**config.mk**
```make
export PLATFORM = sky130hd
export DESIGN_NAME = mbox_txn_seq
export DESIGN_NICKNAME = d
export VERILOG_FILES = /design/src/rtl/mbox_txn_seq.sv
export SDC_FILE = /design/constraint.sdc
export NUM_CORES = 1
export LEC_CHECK = 0
export BUFFER_PORTS_ARGS = -buffer_cell sky130_fd_sc_hd__buf_2
export CAP_MARGIN = 40
export CORE_MARGIN = 2
export CORE_UTILIZATION = 25
export CTS_CLUSTER_SIZE = 12
export DETAILED_ROUTE_END_ITERATION = 10
export HOLD_SLACK_MARGIN = 0.05
export PLACE_DENSITY = 0.48
export SYNTH_ARGS = -nofsm -noshare
export SYNTH_HDL_FRONTEND = slang
export SYNTH_SLANG_ARGS = --single-unit
```
**constraint.sdc**
```tcl
create_clock -name clk -period 3.05 [get_ports clk]
set_clock_uncertainty 0.05 [all_clocks]
set_input_delay 0 -clock clk [delete_from_list [all_inputs] [get_ports clk]]
set_output_delay 0 -clock clk [all_outputs]
set_load 0.01 [all_outputs]
```
**src/rtl/mbox_txn_seq.sv**
```systemverilog
module mbox_txn_seq #(
  parameter int POLL_MAX = 11,
  parameter int GAP_W    = 16
) (
  input  logic             clk,
  input  logic             rst_n,
  input  logic             start,
  input  logic [7:0]       cmd,
  input  logic             is_read,
  input  logic [31:0]      din,
  input  logic [GAP_W-1:0] poll_gap,
  output logic [31:0]      dout,
  output logic             done,
  output logic             err,
  output logic             bus_req,
  output logic             bus_we,
  output logic [7:0]       bus_addr,
  output logic [7:0]       bus_wdata,
  input  logic             bus_ack,
  input  logic [7:0]       bus_rdata,
  input  logic             bus_err
);

  localparam int PW = $clog2(POLL_MAX + 1);
  localparam logic [PW-1:0] POLL_LAST = PW'(POLL_MAX - 1);

  localparam logic [3:0] ST_PEND = 4'd0;
  localparam logic [3:0] ST_CMD  = 4'd1;
  localparam logic [3:0] ST_TRIG = 4'd6;
  localparam logic [3:0] ST_POLL = 4'd7;
  localparam logic [3:0] ST_RSP0 = 4'd8;
  localparam logic [3:0] ST_CLR  = 4'd12;

  localparam logic [7:0] A_PEND = 8'h3F;
  localparam logic [7:0] A_CMD  = 8'h38;
  localparam logic [7:0] A_ARG0 = 8'h39;
  localparam logic [7:0] A_TRIG = 8'h40;
  localparam logic [7:0] A_STAT = 8'h02;
  localparam logic [7:0] A_RSP0 = 8'h31;
  localparam logic [7:0] ALERT  = 8'h02;

  typedef enum logic [1:0] {S_IDLE, S_ACC, S_GAP} state_t;

  state_t           st;
  logic [3:0]       step;
  logic [PW-1:0]    polls;
  logic [GAP_W-1:0] gap_cnt;
  logic [7:0]       cmd_q, stat_q;
  logic [31:0]      din_q;
  logic             rd_q;
  logic [1:0]       arg_lane;

  assign bus_req  = (st == S_ACC);
  assign arg_lane = 2'(step - 4'd2);

  always_comb begin
    bus_we    = 1'b1;
    bus_addr  = A_STAT;
    bus_wdata = stat_q | ALERT;
    case (step)
      ST_PEND: begin bus_addr = A_PEND; bus_wdata = 8'h80; end
      ST_CMD:  begin bus_addr = A_CMD;  bus_wdata = cmd_q; end
      4'd2, 4'd3, 4'd4, 4'd5: begin
        bus_addr  = A_ARG0 + {6'd0, arg_lane};
        bus_wdata = din_q[{arg_lane, 3'b000} +: 8];
      end
      ST_TRIG: begin bus_addr = A_TRIG; bus_wdata = 8'h01; end
      ST_POLL: begin bus_we = 1'b0; bus_addr = A_STAT; bus_wdata = 8'h00; end
      4'd8, 4'd9, 4'd10, 4'd11: begin
        bus_we    = 1'b0;
        bus_addr  = A_RSP0 + {6'd0, step[1:0]};
        bus_wdata = 8'h00;
      end
      default: ;
    endcase
  end

  always_ff @(posedge clk) begin
    if (!rst_n) begin
      st      <= S_IDLE;
      step    <= ST_PEND;
      polls   <= '0;
      gap_cnt <= '0;
      cmd_q   <= '0;
      din_q   <= '0;
      rd_q    <= 1'b0;
      stat_q  <= '0;
      dout    <= '0;
      done    <= 1'b0;
      err     <= 1'b0;
    end else begin
      done <= 1'b0;
      case (st)
        S_IDLE: if (start) begin
          st    <= S_ACC;
          step  <= ST_PEND;
          polls <= '0;
          dout  <= '0;
          err   <= 1'b0;
          cmd_q <= cmd;
          din_q <= din;
          rd_q  <= is_read;
        end
        S_ACC: if (bus_ack) begin
          if (bus_err) begin
            st   <= S_IDLE;
            done <= 1'b1;
            err  <= 1'b1;
          end else begin
            case (step)
              ST_POLL: begin
                stat_q <= bus_rdata;
                if (bus_rdata[1]) begin
                  step <= rd_q ? ST_RSP0 : ST_CLR;
                end else if (polls == POLL_LAST) begin
                  st   <= S_IDLE;
                  done <= 1'b1;
                  err  <= 1'b1;
                end else begin
                  polls   <= polls + 1'b1;
                  gap_cnt <= poll_gap;
                  st      <= S_GAP;
                end
              end
              4'd8, 4'd9, 4'd10, 4'd11: begin
                dout[{step[1:0], 3'b000} +: 8] <= bus_rdata;
                step <= step + 4'd1;
              end
              ST_CLR: begin
                st   <= S_IDLE;
                done <= 1'b1;
              end
              default: step <= step + 4'd1;
            endcase
          end
        end
        S_GAP: begin
          if (gap_cnt == '0) st <= S_ACC;
          else gap_cnt <= gap_cnt - 1'b1;
        end
        default: st <= S_IDLE;
      endcase
    end
  end

  p_hold_r3: assert property (@(posedge clk) disable iff (!rst_n)
    bus_req && !bus_ack |=> bus_req && $stable(bus_addr) && $stable(bus_we) && $stable(bus_wdata));

  p_first_access_r2: assert property (@(posedge clk) disable iff (!rst_n)
    (st == S_IDLE) && start |=> bus_req && bus_we && bus_addr == A_PEND && bus_wdata == 8'h80);

  p_done_pulse_r11: assert property (@(posedge clk) disable iff (!rst_n)
    done |=> !done);

  p_err_with_done_r11: assert property (@(posedge clk) disable iff (!rst_n)
    $rose(err) |-> done);

  p_clear_bit_r8: assert property (@(posedge clk) disable iff (!rst_n)
    bus_req && bus_we && bus_addr == A_STAT |-> bus_wdata[1]);

  p_poll_budget_r4: assert property (@(posedge clk) disable iff (!rst_n)
    (st == S_GAP) |-> polls <= POLL_LAST);

endmodule

```
Yosys cells after proc, flatten, opt, wreduce, memory -nomap -nowiden
Index checks and enable logic that the tools add are counted.
{"block": "op_classes", "n_addsub": 7, "shift": 3, "n_lt_le_gt_ge": 0, "multipliers": 0, "n_div": 0, "n_mux": 48, "bitwise": 1, "eq_ne": 31, "n_reduce_logical": 17}
{"op": "32-bit 2-to-1 mux", "n": 4}
{"op": "16-bit 2-to-1 mux", "n": 6}
{"op": "32-bit case mux with 2 select lines", "n": 1}
{"op": "8-bit case mux with 5 select lines", "n": 1}
{"op": "4-bit 2-to-1 mux", "n": 9}
{"op": "7-bit case mux with 5 select lines", "n": 1}
{"op": "32-bit bitwise mux", "n": 1}
{"op": "16-bit case mux with 2 select lines", "n": 1}
{"op": "8-bit by 7-bit variable shift with 32-bit output (first input constant)", "n": 1}
{"op": "32-bit by 6-bit indexed part select with 8-bit output", "n": 1}
{"op": "8-bit by 7-bit indexed part select with 32-bit output", "n": 1}
{"op": "4-bit equality test (second input constant)", "n": 6}
{"op": "4-bit case mux with 2 select lines", "n": 3}
{"op": "4-bit by 3-bit equality test with 1-bit output (second input constant)", "n": 4}
{"op": "16-bit zero test", "n": 1}
{"op": "16-bit by 1-bit subtractor with 16-bit output (second input constant)", "n": 1}
{"op": "6-bit by 2-bit adder with 7-bit output (first input constant)", "n": 2}
{"op": "2-bit inequality test (second input constant)", "n": 7}
{"op": "7-bit AND reduction", "n": 2}
{"op": "2-bit 2-to-1 mux", "n": 6}
{"op": "6-bit AND reduction", "n": 2}
{"op": "1-bit 2-to-1 mux", "n": 10}
{"op": "5-bit AND reduction", "n": 2}
{"op": "4-bit by 1-bit adder with 4-bit output (second input constant)", "n": 2}
{"op": "25 further kinds", "n": 32}
{"block": "totals", "latch_bits": 0, "regBits": 109, "wordCells": 118, "ramBits": 0, "rom_bits": 0, "memories": 0, "input_bits": 70, "out_inout_bits": 52}

Longest topological paths before layout
{"block": "depth", "ltp_word": 7, "depth_mapped": 10, "mapped_depth_nobuf": 8}

Least setup slack after synthesis
OpenSTA, ideal clock, no wires.
{"block": "synth_timing", "kind": "register to output", "from": "register step[1]", "to": "output bus_wdata[7]", "path_slack_ns": 0.397, "t_required_ns": 3.000, "path_buffers": 2, "path_stages_with_launch": 10, "arrival_time_ns": 2.603, "path_cell_list": "dfxtp_1 clkbuf_1 inv_1 ha_1 clkbuf_1 nor4_1 nor3_1 nor4_4 a211oi_1 a21oi_1"}
{"block": "synth_between", "elab_chain_len": 3, "word_cells_on_any_way": 17, "classes_between": "1 x add/sub; 11 x eq/ne; 1 x shift; 1 x mux; 3 x reduce/logical"}
{"element": "from (decl)", "line_no": "45", "source": "logic [3:0] step;"}
{"element": "from (signal assigned)", "line_no": "114", "source": "step <= rd_q ? ST_RSP0 : ST_CLR;"}
{"element": "from (signal assigned)", "line_no": "127", "source": "step <= step + 4'd1;"}
{"element": "from (signal assigned)", "line_no": "133", "source": "default: step <= step + 4'd1;"}
{"element": "2-bit subtractor, or another cell as far along", "line_no": "54", "source": "assign arg_lane = 2'(step - 4'd2);"}
{"element": "32-bit by 6-bit indexed part select with 8-bit output, or another cell as far along", "line_no": "65", "source": "bus_wdata = din_q[{arg_lane, 3'b000} +: 8];"}
{"element": "8-bit case mux with 5 select lines *", "line_no": "60", "source": "case (step)"}
{"element": "to (decl)", "line_no": "18", "source": "output logic [7:0] bus_wdata,"}
Mark *: on every way between the ends. The rest lies on a longest branch, timed or not.

Worst setup path after layout
{"block": "layout_timing", "from": "register step[1]", "to": "output bus_addr[1]"}
{"block": "layout_between", "elab_chain_len": 3, "word_cells_on_any_way": 17, "classes_between": "3 x add/sub; 10 x eq/ne; 1 x mux; 3 x reduce/logical"}
{"element": "2-bit subtractor, or another cell as far along", "line_no": "54"}
{"element": "6-bit by 2-bit adder with 7-bit output or 4-bit OR reduction (tied branches)", "line_no": "64, 60"}
{"element": "7-bit case mux with 5 select lines *", "line_no": "60"}
{"element": "to (decl)", "line_no": "17", "source": "output logic [7:0] bus_addr,"}
Marks and branches as above.

==> results.cfg <==
[status]
status = complete, no violations

[logic_synthesis]
yosysSeqAreaShare_pct = 41.5
syn_area_per_cell_um2 = 7.81
synth_edf_count = 0
yosys_warnings = 0
netlist_instances = 667
synth_area_um2 = 5210
async_flop_share_pct = 0
synth.distinct_cells = 65
synth_ff_type = dfxtp_1
syn_nets = 747
synth-seq-cells = 108

[clocking]
cts_made_buffers = 9
clock_sink_count = 108
path_clk_slew_ps = 80
htreeDepth = 3
clock_latency_ps = 370
clockBufferDepth = 2
cts_root_buf = clkbuf_16
cts_tree = yes

[worst_setup_path]
r2r_end = done
r2r_start = step[1]
worstPathArrival_ps = 2790
cpPeakStageDelay_ps = 550
setup.worst_path.end_class = output port
crit_type = reg2out
crit_start = step[1]
reg2regPathDepth = 8
critPathSlowestCell = nor4_1
cp_max_fo = 7
reg2reg_setup_slack_ps = 440
critPathLaunchType = flip-flop
cp_cell_sequence = inv_1 > ha_1 > nor4_1 > nor3_2 > xnor2_1 > ha_1 > o21ai_0 > o211ai_1 > buf_2
crit_end = bus_addr[1]
cp_common_cell = ha_1
worst_ep_required_time_ps = 3000

[grt]
grt_use_met3_pct = 2.73
grt_pass1_wl_um = 27000
grt_overflow = 0
grt_busiest_layer = met2
grt_pass1_vias = 4927
grt_max_degree = 44
antenna_found_initial = 0
track_usage_pct = 15.5
use_met2_pct = 24.3
use_met1_pct = 21.7

[power_and_ir_drop]
max-vdd-ir-drop_mv = 0.245
power_mw = 3.25
p_per_area_nw_per_um2 = 458
power.leakage_nw = 2.79

[routing]
drc = 0
drtIter0Drc = 260
drt-total-wl_um = 17100
dr.pass1.iters = 4
wire_per_inst_um = 15.4
drtAntennaViolNets = 0
routed-via-count = 5326
vias_per_cell = 4.80

[sta]
clock.fmax_mhz = 352
holdWs_ps = 76.0
hold_violations = 0
tightest_slew_ps = 900
rsz0062_at_grt = no
finalSetupTns_ps = 0
max_slew_margin_pct = 39.9
fin_crit_sh_pct = 93.1
layout_min_cycle_time_ps = 2840
setup_violations = 0
drv_slew = 0

[layout]
diodes = 0
final-seq-area_um2 = 2160
drive_gt1_share_pct = 21.2
area_growth_pct = 36.4
nFillCells = 2140
final_util_pct = 34.9
multi_input_area_um2 = 2780
final_nets = 914

[place]
place.gp.congestion = 0.787
portBuffers = 120
hpwlAfterDp_um = 11700

[floorplanning]
io-pin-count = 122
die_y_um = 148
start_util_pct = 25.6
coreArea_um2 = 20400
die_w_um = 148
dieArea_um2 = 22000
std_cell_rows = 52

[worst_hold_path]
hold_path.class = in2reg

[run]
drv_cap = 0
[state kept, by name, summed over array words and instances, names as in the netlist]
name     flops
cmd_q        8
din_q       32
done         1
dout        32
err          1
gap_cnt     16
polls        4
rd_q         1
st           2
stat_q       7
step         4
[power breakdown]
group          switching, mW  internal, mW  total, mW
registers             0.0306          1.46       1.49
clock network          0.643         0.591       1.23
logic                  0.306         0.217      0.523
total                  0.980          2.27       3.25
[cell usage in the layout (no fill, tap or decap), types with 3 or more instances in the layout]
| master | instances |
|---|---|
| or3_1 | 8 |
| and3_1 | 4 |
| o21ai_0 | 27 |
| clkbuf_16 | 9 |
| nor2_2 | 4 |
| buf_4 | 16 |
| dlygate4sd3_1 | 69 |
| ha_1 | 10 |
| a21oi_1 | 109 |
| dfxtp_1 | 108 |
| a222oi_1 | 5 |
| inv_1 | 18 |
| o32ai_1 | 4 |
| nand3b_1 | 3 |
| nand3_1 | 48 |
| a211oi_1 | 3 |
| nor4_1 | 7 |
| o21ai_1 | 4 |
| o211ai_1 | 3 |
| nand2_1 | 152 |
| nor2_1 | 22 |
| mux4_2 | 8 |
| a31oi_1 | 3 |
| nor3_1 | 8 |
| nand2b_1 | 4 |
| clkinv_8 | 4 |
| buf_2 | 120 |
[cells by family (layout without fill, tap and decap cells)]
logic type	count (synthesis)	count (layout)	share of synthesized area, %
AND/OR/NAND/NOR	286	286	26.4
AO/OA/AOI/OAI	182	182	20.4
flip-flops	108	108	41.5
buffers and inverters	69	241	5.29
adder cells (fa/ha/maj)	10	10	2.40
multiplexers	9	9	3.65
XOR/XNOR	2	2	0.337
other	1	1	0.0720
[routing by layer]
| metal | routed length [um] | part of all wire [%] |
|---|---|---|
| met5 | 0 | 0 |
| met4 | 312 | 1.8 |
| met3 | 755 | 4.4 |
| met2 | 7910 | 46 |
| met1 | 8140 | 48 |
[synthesized netlist by cell type, types with 3 or more instances]
cell      instances  share of area, %
ha_1             10               2.4
a21oi_1         109                10
nand2_1         152                11
a222oi_1          5              0.96
dfxtp_1         108                42
nor2_2            4              0.48
mux4_2            8               3.5
o21ai_0          27               2.6
o211ai_1          3              0.43
nand3_1          48               4.6
nand2b_1          4              0.48
a31oi_1           3              0.36
o21ai_1           4              0.38
and3_1            4              0.48
inv_1            19               1.4
or3_1             8              0.96
nor3_1            9              0.87
buf_1             5              0.36
nand3b_1          3              0.43
o32ai_1           4              0.67
nor4_1            7              0.84
clkbuf_1         36               2.6
buf_2             5              0.48
nor2_1           23               1.7
a211oi_1          3              0.43
[stage by stage]
step | setup WS (ps) | cells | cell area (um2)
after floorplan | 397 | 667 | 5210
after global placement | 513 | 1022 | 6070
after detailed placement | 483 | 1022 | 6070
after CTS | 58.2 | 1107 | 7080
after global routing | 55.8 | 1109 | 7100
final | 211 | 1109 | 7100
[worst min path at each step]
stage	start	end	slack, ps	cells after the start
3_3_place_gp	cmd[2]	cmd_q[2]	190	3
2_1_floorplan	poll_gap[4]	gap_cnt[4]	80	2
6_report	start	st[0]	80	4
4_1_cts	start	st[0]	50	4
5_1_grt	start	st[0]	110	4
3_5_place_dp	din[7]	din_q[7]	200	3
[repair_timing]
item | CTS | global route
endpoints found under the hold margin | 101 | 0
endpoints found under the setup margin | 0 | 9
resized for setup | 0 | 1
hold buffers | 69 | 0
buffers inserted | 0 | 2
[area by class of cell]
class,instances,share of cell area (%)
multi-input combinational,490,39.2
tap,270,4.76
clock inverter,7,1.29
clock buffer,9,3.17
sequential,108,30.4
inverter,19,1.00
timing repair buffer,206,20.2
[critical path: cells and delay by family (launching register included)]
kind,cells,cell delay (ps)
compound gates,2,200
xor+xnor,1,170
fa+ha+maj,2,510
buf+inv,2,310
flops,1,480
simple gates,2,750
Note: power is estimated with default switching activity, not from simulation.
